[src/rtl/tss_pkg.sv]
package tss_pkg;
  typedef enum logic [1:0] {
    OP_CALL   = 2'd0,
    OP_RET    = 2'd1,
    OP_SWITCH = 2'd2,
    OP_SWEXIT = 2'd3
  } tss_op_e;

  typedef enum logic [2:0] {
    C_NONE    = 3'd0,
    C_PRIV    = 3'd1,
    C_DOUBLE  = 3'd2,
    C_IDMISM  = 3'd3,
    C_INVALID = 3'd4,
    C_RUNNING = 3'd5
  } tss_cause_e;

  typedef enum logic [2:0] {
    S_IDLE, S_WAITQ, S_RD0, S_RD1, S_EVAL, S_SAVE, S_LOAD, S_FIX
  } tss_state_e;

  // descriptor word offsets
  localparam int unsigned W_ID   = 0;
  localparam int unsigned W_PR   = 2;
  localparam int unsigned W_CALL = 3;
  localparam int unsigned W_SEG  = 4;
  localparam int unsigned W_REGS = 5;
endpackage

[src/rtl/tss_addr_gen.sv]
module tss_addr_gen #(
  parameter int AW     = 8,
  parameter int IDX_W  = 2,
  parameter int NREG   = 4,
  parameter int BASE   = 16,
  parameter int WOFF_W = 4
) (
  input  logic [IDX_W-1:0]  entry,
  input  logic [WOFF_W-1:0] woff,
  output logic [AW-1:0]     addr
);
  localparam logic [AW-1:0] BASE_A = AW'(BASE);
  localparam logic [AW-1:0] ENT_A  = AW'(NREG + 5);

  assign addr = BASE_A + AW'(entry) * ENT_A + AW'(woff);
endmodule

[src/rtl/tss_slot_map.sv]
module tss_slot_map #(
  parameter int NREG   = 4,
  parameter int SLOT_W = 3,
  parameter int WOFF_W = 4
) (
  input  logic [SLOT_W-1:0] slot,
  input  logic [1:0]        op,
  output logic [WOFF_W-1:0] woff,
  output logic              save_en,
  output logic              load_en
);
  import tss_pkg::*;
  localparam int NSLOT = NREG + 2;

  logic in_rng, is_ipsp, is_seg, is_pr;

  always_comb begin
    in_rng  = slot < SLOT_W'(NSLOT);
    is_ipsp = slot < SLOT_W'(2);
    is_seg  = slot == SLOT_W'(NREG);
    is_pr   = slot == SLOT_W'(NREG + 1);
    if (is_seg)      woff = WOFF_W'(W_SEG);
    else if (is_pr)  woff = WOFF_W'(W_PR);
    else             woff = WOFF_W'(W_REGS) + WOFF_W'(slot);
    case (tss_op_e'(op))
      OP_CALL: begin
        save_en = is_ipsp | is_seg | is_pr;
        load_en = is_seg | is_pr;
      end
      OP_RET: begin
        save_en = 1'b0;
        load_en = is_ipsp | is_seg | is_pr;
      end
      default: begin
        save_en = in_rng;
        load_en = in_rng;
      end
    endcase
  end
endmodule

[src/rtl/tss_switch_seq.sv]
module tss_switch_seq #(
  parameter int XLEN   = 16,
  parameter int NREG   = 4,
  parameter int AW     = 8,
  parameter int IDX_W  = 2,
  parameter int BASE   = 16,
  parameter int FLAG_W = 2,
  localparam int HALF   = XLEN / 2,
  localparam int SLOT_W = $clog2(NREG + 4)
) (
  input  logic              clk,
  input  logic              rst_n,
  input  logic              cmd_valid,
  input  logic [1:0]        cmd_op,
  input  logic [IDX_W-1:0]  cmd_idx,
  input  logic [HALF-1:0]   cmd_id,
  input  logic [HALF-1:0]   cmd_seg,
  input  logic [IDX_W-1:0]  cur_idx,
  input  logic [HALF-1:0]   issuer_pid,
  input  logic [HALF-1:0]   orig_pid,
  input  logic              handler_active,
  input  logic              queue_new,
  input  logic              queue_drained,
  input  logic [XLEN-1:0]   ret_ip,
  input  logic [XLEN-1:0]   ret_pr,
  output logic              busy,
  output logic              done,
  output logic              exc,
  output logic [2:0]        exc_cause,
  output logic              irq_reenable,
  output logic [AW-1:0]     mem_addr,
  output logic              mem_re,
  output logic              mem_we,
  output logic [XLEN-1:0]   mem_wdata,
  input  logic [XLEN-1:0]   mem_rdata,
  output logic [SLOT_W-1:0] ctx_addr,
  output logic              ctx_we,
  output logic [XLEN-1:0]   ctx_wdata,
  input  logic [XLEN-1:0]   ctx_rdata
);
  import tss_pkg::*;

  localparam int NSLOT  = NREG + 2;
  localparam int WOFF_W = $clog2(NREG + 5);
  localparam int VAL_B  = HALF - FLAG_W;
  localparam int RUN_B  = HALF - FLAG_W + 1;
  localparam logic [XLEN-1:0] RUN_M = XLEN'(1) << RUN_B;
  localparam logic [SLOT_W-1:0] SL_LAST = SLOT_W'(NSLOT - 1);
  localparam logic [SLOT_W-1:0] SL_END  = SLOT_W'(NSLOT);
  localparam logic [SLOT_W-1:0] SL_PR   = SLOT_W'(NREG + 1);
  localparam logic [SLOT_W-1:0] SL_ARG  = SLOT_W'(NREG + 2);

  tss_state_e st_q, st_n;
  tss_op_e    op_q;
  logic [IDX_W-1:0] idx_q, cur_q, ent;
  logic [HALF-1:0]  id_q, seg_q, orig_q;
  logic [XLEN-1:0]  tgt_w0_q, cur_w0_q;
  logic [SLOT_W-1:0] cnt_q, cnt_n;
  logic [2:0] fx_q, fx_n, cause_n;
  logic seen_q, seen_n, done_n, exc_n, irq_n, accept, priv_bad;
  logic [WOFF_W-1:0] woff, woff0, woff1;
  logic sv0, ld0, sv1, ld1, is_sw;

  tss_slot_map #(.NREG(NREG), .SLOT_W(SLOT_W), .WOFF_W(WOFF_W)) u_map0 (
    .slot(cnt_q), .op(op_q), .woff(woff0), .save_en(sv0), .load_en(ld0));
  tss_slot_map #(.NREG(NREG), .SLOT_W(SLOT_W), .WOFF_W(WOFF_W)) u_map1 (
    .slot(cnt_q - SLOT_W'(1)), .op(op_q), .woff(woff1), .save_en(sv1), .load_en(ld1));
  tss_addr_gen #(.AW(AW), .IDX_W(IDX_W), .NREG(NREG), .BASE(BASE), .WOFF_W(WOFF_W)) u_agen (
    .entry(ent), .woff(woff), .addr(mem_addr));

  assign accept = cmd_valid && (st_q == S_IDLE);
  assign busy   = (st_q != S_IDLE);
  assign is_sw  = (op_q == OP_SWITCH) || (op_q == OP_SWEXIT);

  always_comb begin
    case (tss_op_e'(cmd_op))
      OP_RET:    priv_bad = (issuer_pid == orig_pid);
      OP_SWEXIT: priv_bad = !handler_active;
      default:   priv_bad = (issuer_pid != orig_pid);
    endcase
  end

  always_comb begin
    st_n = st_q; cnt_n = cnt_q; fx_n = fx_q;
    seen_n = queue_new ? 1'b0 : seen_q;
    done_n = 1'b0; exc_n = 1'b0; irq_n = 1'b0; cause_n = exc_cause;
    mem_re = 1'b0; mem_we = 1'b0; mem_wdata = '0;
    ctx_we = 1'b0; ctx_wdata = '0; ctx_addr = cnt_q;
    ent = idx_q; woff = WOFF_W'(W_ID);
    unique case (st_q)
      S_IDLE: if (cmd_valid) begin
        seen_n = 1'b1;
        if (seen_q && !queue_new) begin exc_n = 1'b1; cause_n = C_DOUBLE; end
        else if (priv_bad)        begin exc_n = 1'b1; cause_n = C_PRIV; end
        else st_n = S_WAITQ;
      end
      S_WAITQ: if (queue_drained) st_n = S_RD0;
      S_RD0: begin mem_re = 1'b1; st_n = S_RD1; end
      S_RD1: begin mem_re = 1'b1; ent = cur_q; st_n = S_EVAL; end
      S_EVAL: begin
        cnt_n = '0;
        if ((op_q == OP_CALL || op_q == OP_SWITCH) && tgt_w0_q[XLEN-1:HALF] != id_q) begin
          exc_n = 1'b1; cause_n = C_IDMISM; st_n = S_IDLE;
        end else if (op_q != OP_RET && !tgt_w0_q[VAL_B]) begin
          exc_n = 1'b1; cause_n = C_INVALID; st_n = S_IDLE;
        end else if (is_sw && tgt_w0_q[RUN_B]) begin
          exc_n = 1'b1; cause_n = C_RUNNING; st_n = S_IDLE;
        end else if (op_q == OP_RET || (op_q == OP_SWEXIT && !mem_rdata[VAL_B]))
          st_n = S_LOAD;
        else
          st_n = S_SAVE;
      end
      S_SAVE: begin
        ent = cur_q; woff = woff0; mem_we = sv0;
        if (op_q == OP_SWEXIT && cnt_q == '0)        mem_wdata = ret_ip;
        else if (op_q == OP_SWEXIT && cnt_q == SL_PR) mem_wdata = ret_pr;
        else                                          mem_wdata = ctx_rdata;
        cnt_n = cnt_q + SLOT_W'(1);
        if (cnt_q == SL_LAST) begin cnt_n = '0; st_n = S_LOAD; end
      end
      S_LOAD: begin
        ent = (op_q == OP_RET) ? cur_q : idx_q; woff = woff0;
        mem_re = ld0;
        if (cnt_q != '0 && ld1) begin
          ctx_we = 1'b1; ctx_addr = cnt_q - SLOT_W'(1); ctx_wdata = mem_rdata;
        end
        cnt_n = cnt_q + SLOT_W'(1);
        if (cnt_q == SL_END) begin fx_n = '0; st_n = S_FIX; end
      end
      S_FIX: begin
        fx_n = fx_q + 3'd1;
        if (is_sw) begin
          if (fx_q == 3'd0) begin
            ent = cur_q; mem_wdata = cur_w0_q & ~RUN_M;
            mem_we = (op_q == OP_SWITCH) || cur_w0_q[VAL_B];
          end else begin
            mem_we = 1'b1; mem_wdata = tgt_w0_q | RUN_M;
            st_n = S_IDLE; done_n = 1'b1; irq_n = (op_q == OP_SWEXIT);
          end
        end else begin
          woff = WOFF_W'(W_CALL); ent = cur_q;
          case (fx_q)
            3'd0: mem_re = 1'b1;
            3'd1: begin
              mem_we = 1'b1;
              mem_wdata = {mem_rdata[XLEN-1:HALF], (op_q == OP_RET) ? orig_q : HALF'(idx_q)};
              if (op_q == OP_RET) begin st_n = S_IDLE; done_n = 1'b1; end
            end
            3'd2: begin mem_re = 1'b1; ent = idx_q; end
            3'd3: begin
              ctx_we = 1'b1; ctx_addr = '0;
              ctx_wdata = {mem_rdata[XLEN-1:HALF], {HALF{1'b0}}};
            end
            default: begin
              ctx_addr = SL_ARG; ctx_we = (seg_q != {HALF{1'b1}});
              ctx_wdata = XLEN'(seg_q);
              st_n = S_IDLE; done_n = 1'b1;
            end
          endcase
        end
      end
      default: st_n = S_IDLE;
    endcase
  end

  always_ff @(posedge clk or negedge rst_n) begin
    if (!rst_n) begin
      st_q <= S_IDLE; cnt_q <= '0; fx_q <= '0; seen_q <= 1'b0;
      done <= 1'b0; exc <= 1'b0; exc_cause <= '0; irq_reenable <= 1'b0;
    end else begin
      st_q <= st_n; cnt_q <= cnt_n; fx_q <= fx_n; seen_q <= seen_n;
      done <= done_n; exc <= exc_n; exc_cause <= cause_n; irq_reenable <= irq_n;
    end
  end

  always_ff @(posedge clk or negedge rst_n) begin
    if (!rst_n) begin
      op_q <= OP_CALL; idx_q <= '0; cur_q <= '0; id_q <= '0; seg_q <= '0; orig_q <= '0;
      tgt_w0_q <= '0; cur_w0_q <= '0;
    end else begin
      if (accept) begin
        op_q <= tss_op_e'(cmd_op); idx_q <= cmd_idx; cur_q <= cur_idx;
        id_q <= cmd_id; seg_q <= cmd_seg; orig_q <= orig_pid;
      end
      if (st_q == S_RD1)  tgt_w0_q <= mem_rdata;
      if (st_q == S_EVAL) cur_w0_q <= mem_rdata;
    end
  end
endmodule

[config.mk]
export PLATFORM = sky130hd
export DESIGN_NAME = tss_switch_seq
export DESIGN_NICKNAME = d
export VERILOG_FILES = /design/src/rtl/tss_pkg.sv /design/src/rtl/tss_addr_gen.sv /design/src/rtl/tss_slot_map.sv /design/src/rtl/tss_switch_seq.sv
export SDC_FILE = /design/constraint.sdc
export NUM_CORES = 1
export LEC_CHECK = 0
export BUFFER_PORTS_ARGS = -buffer_cell sky130_fd_sc_hd__buf_2
export CAP_MARGIN = 20
export CORE_ASPECT_RATIO = 1.2
export CORE_MARGIN = 3
export CORE_UTILIZATION = 50
export DETAILED_ROUTE_END_ITERATION = 6
export GPL_TIMING_DRIVEN = 1
export MAX_ROUTING_LAYER = met4
export PLACE_DENSITY_LB_ADDON = 0.1
export SETUP_SLACK_MARGIN = 0.3
export SYNTH_ARGS = -nofsm -noshare
export SYNTH_HDL_FRONTEND = slang
export SYNTH_SLANG_ARGS = --single-unit
[constraint.sdc]
create_clock -name clk -period 6.55 [get_ports clk]
set_clock_uncertainty 0.15 [all_clocks]
set_input_delay 0 -clock clk [delete_from_list [all_inputs] [get_ports clk]]
set_output_delay 0 -clock clk [all_outputs]
set_load 0.02 [all_outputs]
==> reports/qor.yml <==
outcome: "complete, no violations"
start_util: 0.519
vias: 5476
hold_violations: 0
yosys-top-cells-area: "dfrtp_1, nand2_1, a21oi_1"
fin_crit_sh: 0.611
path_buf_inv: 3
io_pins: 161
final.min_clock_period_ps: 4000
h-tree-depth: 3
grt_max_degree: 78
globalplace.congestion: 0.924
power_mw: 3.44
clock-sinks: 77
yosysMostFrequentCell: "nand2_1"
grt_pass1_wl_mm: 27.8
max_cap_violations: 0
dieArea_sq_mm: 0.0118
grt-ovfl-total: 0
postSynthCellCount: 653
worst_path_largest_cell_delay_ps: 910
cp_data_arrival_time_ps: 3850
max_slew.worst_pin.slew_ps: 1070
p_int_mw: 1.78
setup.worst_path.start_class: "flop"
synth_common_cells: "nand2_1, dfrtp_1, a21oi_1"
synth_top_family_by_area: "simple AND/OR/NAND/NOR gates"
yosysTopAreaCell: "dfrtp_1"
critPathCaptureType: "output port"
row_count: 40
drt_wl_total_mm: 17.3
die_y_um: 118
power.density_mw_per_mm2: 500
port_buffers: 158
tns_ps: 0
swShare: 0.481
worstSetupPathDepth: 10
finalNetCount: 958
coreArea_sq_mm: 0.0102
sequentialPowerShare: 0.288
dp_hpwl_mm: 12.2
worstPathCellList: "nand3_1 > nor2_1 > a31o_2 > ha_1 > inv_1 > fa_1 > inv_1 > a31oi_1 > xor2_1 > buf_2"
path_class: "flop to output port"
reg2reg_depth: 4
synth_area_sq_mm: 0.00527
drive_above_1_share: 0.261
ctsHoldBuffers: 52
postRouteAntennaNets: 0
crit_top_cell: "inv_1"
numCtsBuffers: 9
syn_area_per_cell_sq_um: 8.07
cp_top_family: "simple AND/OR/NAND/NOR gates"
track_usage: 0.302
clkPwrFrac: 0.161
dr.pass1.iters: 4
hold_class: "input port to flop"
synth_edf_count: 0
net-switching-power_mw: 1.66
remaining_drc_errors: 0
rsz0062_at_grt: "no"
synth_cell_types: 67
synthAdderAreaFrac: 0.0370
async_flop_share: 1.00
muxShareOfSynthArea: 0.0790
slew_headroom: 0.286
ys.flop_type: "dfrtp_1"
tritoncts: "built"
pwr-share-comb: 0.551
synth_warnings: 0
setup_viol: 0
path_max_fanout: 24
drt_iter0_drc: 278
required_ps: 6400
area_delta_synth_final_pct: 30.5
synth_compound_area_frac: 0.198
synth_xor_area_frac: 0.0332
vias_per_cell: 5.67
clkLatencyLatePin_ps: 340
slew_viol_final: 0
grt_pass1_vias: 5565
n_antenna_cell: 0
wl_per_cell_um: 17.9
synthSimpleGateAreaFrac: 0.232
crit_slowest_cell: "nand3_1"
whs_path_depth: 6
post_cts_buffers: 0
ctsResizeCount: 0
max_freq_ghz: 0.250
synth_seq_cells: 77
synth_top_area_share: 0.366
p_leak_nw: 3.51
clkTransAtPathRegs_ps: 70
vdd_drop_max_mv: 0.220
clockRootBuffer: "clkbuf_16"
clockBufferDepth: 2
die_w_um: 99.7
yosysSeqAreaShare: 0.366
antenna_found_initial: 0
-- placed cells by master, fill, tap and decap left out, drive strengths merged, types with 18 or more instances in the layout --
cell type      n
nor2          22
mux2          19
inv           22
dfrtp         77
dlygate4sd3   52
mux2i         19
o22ai         20
nand2        211
a21oi         45
buf          160
o21ai         39
xnor2         18
-- flip-flops by register name, indices dropped and copies added, names as in the netlist, 2 cells and up --
signal / count
fx_q: 3
seg_q: 8
cnt_q: 3
cur_w0_q: 15
idx_q: 2
orig_q: 8
tgt_w0_q: 16
exc_cause: 3
op_q: 2
id_q: 8
st_q: 3
cur_q: 2
-- power by group through the flow --
stage	registers [mW]	clock network [mW]	logic, mW
CTS	0.984	0.560	1.89
global route	1.02	0.585	2.09
global placement	0.976	0	1.82
detailed placement	0.990	0	1.85
floorplan	0.849	0	1.48
finish	0.991	0.555	1.89
-- metal layers --
metal,share of wire,up-vias,track usage,wire (um)
li1,-,2593,-,-
met1,0.40,2647,0.366,6890
met2,0.52,202,0.520,9070
met3,0.055,34,0.0319,953
met4,0.024,0,0.104,412
met5,0,-,-,0
-- metrics by stage --
step                      worst slack (ps)  instances  utilization  hold slack (ps)  cell area, sq um
after global placement                3130        897        0.592             39.3              6020
after CTS                             2590        965        0.676             63.6              6870
after global routing                  2210        966        0.677              107              6880
after detailed placement              2920        897        0.592             46.6              6020
final                                 2550        966        0.677             71.3              6880
after floorplan                       3840        654            -             -446              5280
-- area by class of cell --
type                    count  area (sq um)
fillers                   849          3280
multi-input cells         517          3060
flip-flops and latches     77          1930
repair buffers            212          1340
clock buffers               9           225
well taps                 126           158
clock inverters             7           103
inverters                  18          70.1
-- cells by family after synthesis --
logic type	after synthesis
AND/OR/NAND/NOR	286
AO/OA/AOI/OAI	156
adder cells (fa/ha/maj)	15
buffers and inverters	60
other	1
XOR/XNOR	20
flip-flops	77
multiplexers	38
-- tightest hold or removal path, delay by kind of cell --
kind                   cells  cell delay (ps)
AO/OA/AOI/OAI              2              220
AND/OR/NAND/NOR            3              220
buffers and inverters      1               80
-- path summary, 6_finish.rpt --
| check | from | to | slack (ps) |
|---|---|---|---|
| worst min-delay path | handler_active | exc_cause[0] | 70 |
| worst max register to register | st_q[0] | st_q[0] | 3470 |
| worst min register to register | cur_w0_q[1] | cur_w0_q[1] | 330 |
| worst max-delay path | st_q[0] | mem_addr[4] | 2550 |
| max in group asynchronous | rst_n | fx_q[2] | 5370 |
| min in group asynchronous | rst_n | exc | 180 |
No activity file was read; power rests on OpenSTA's default activity.
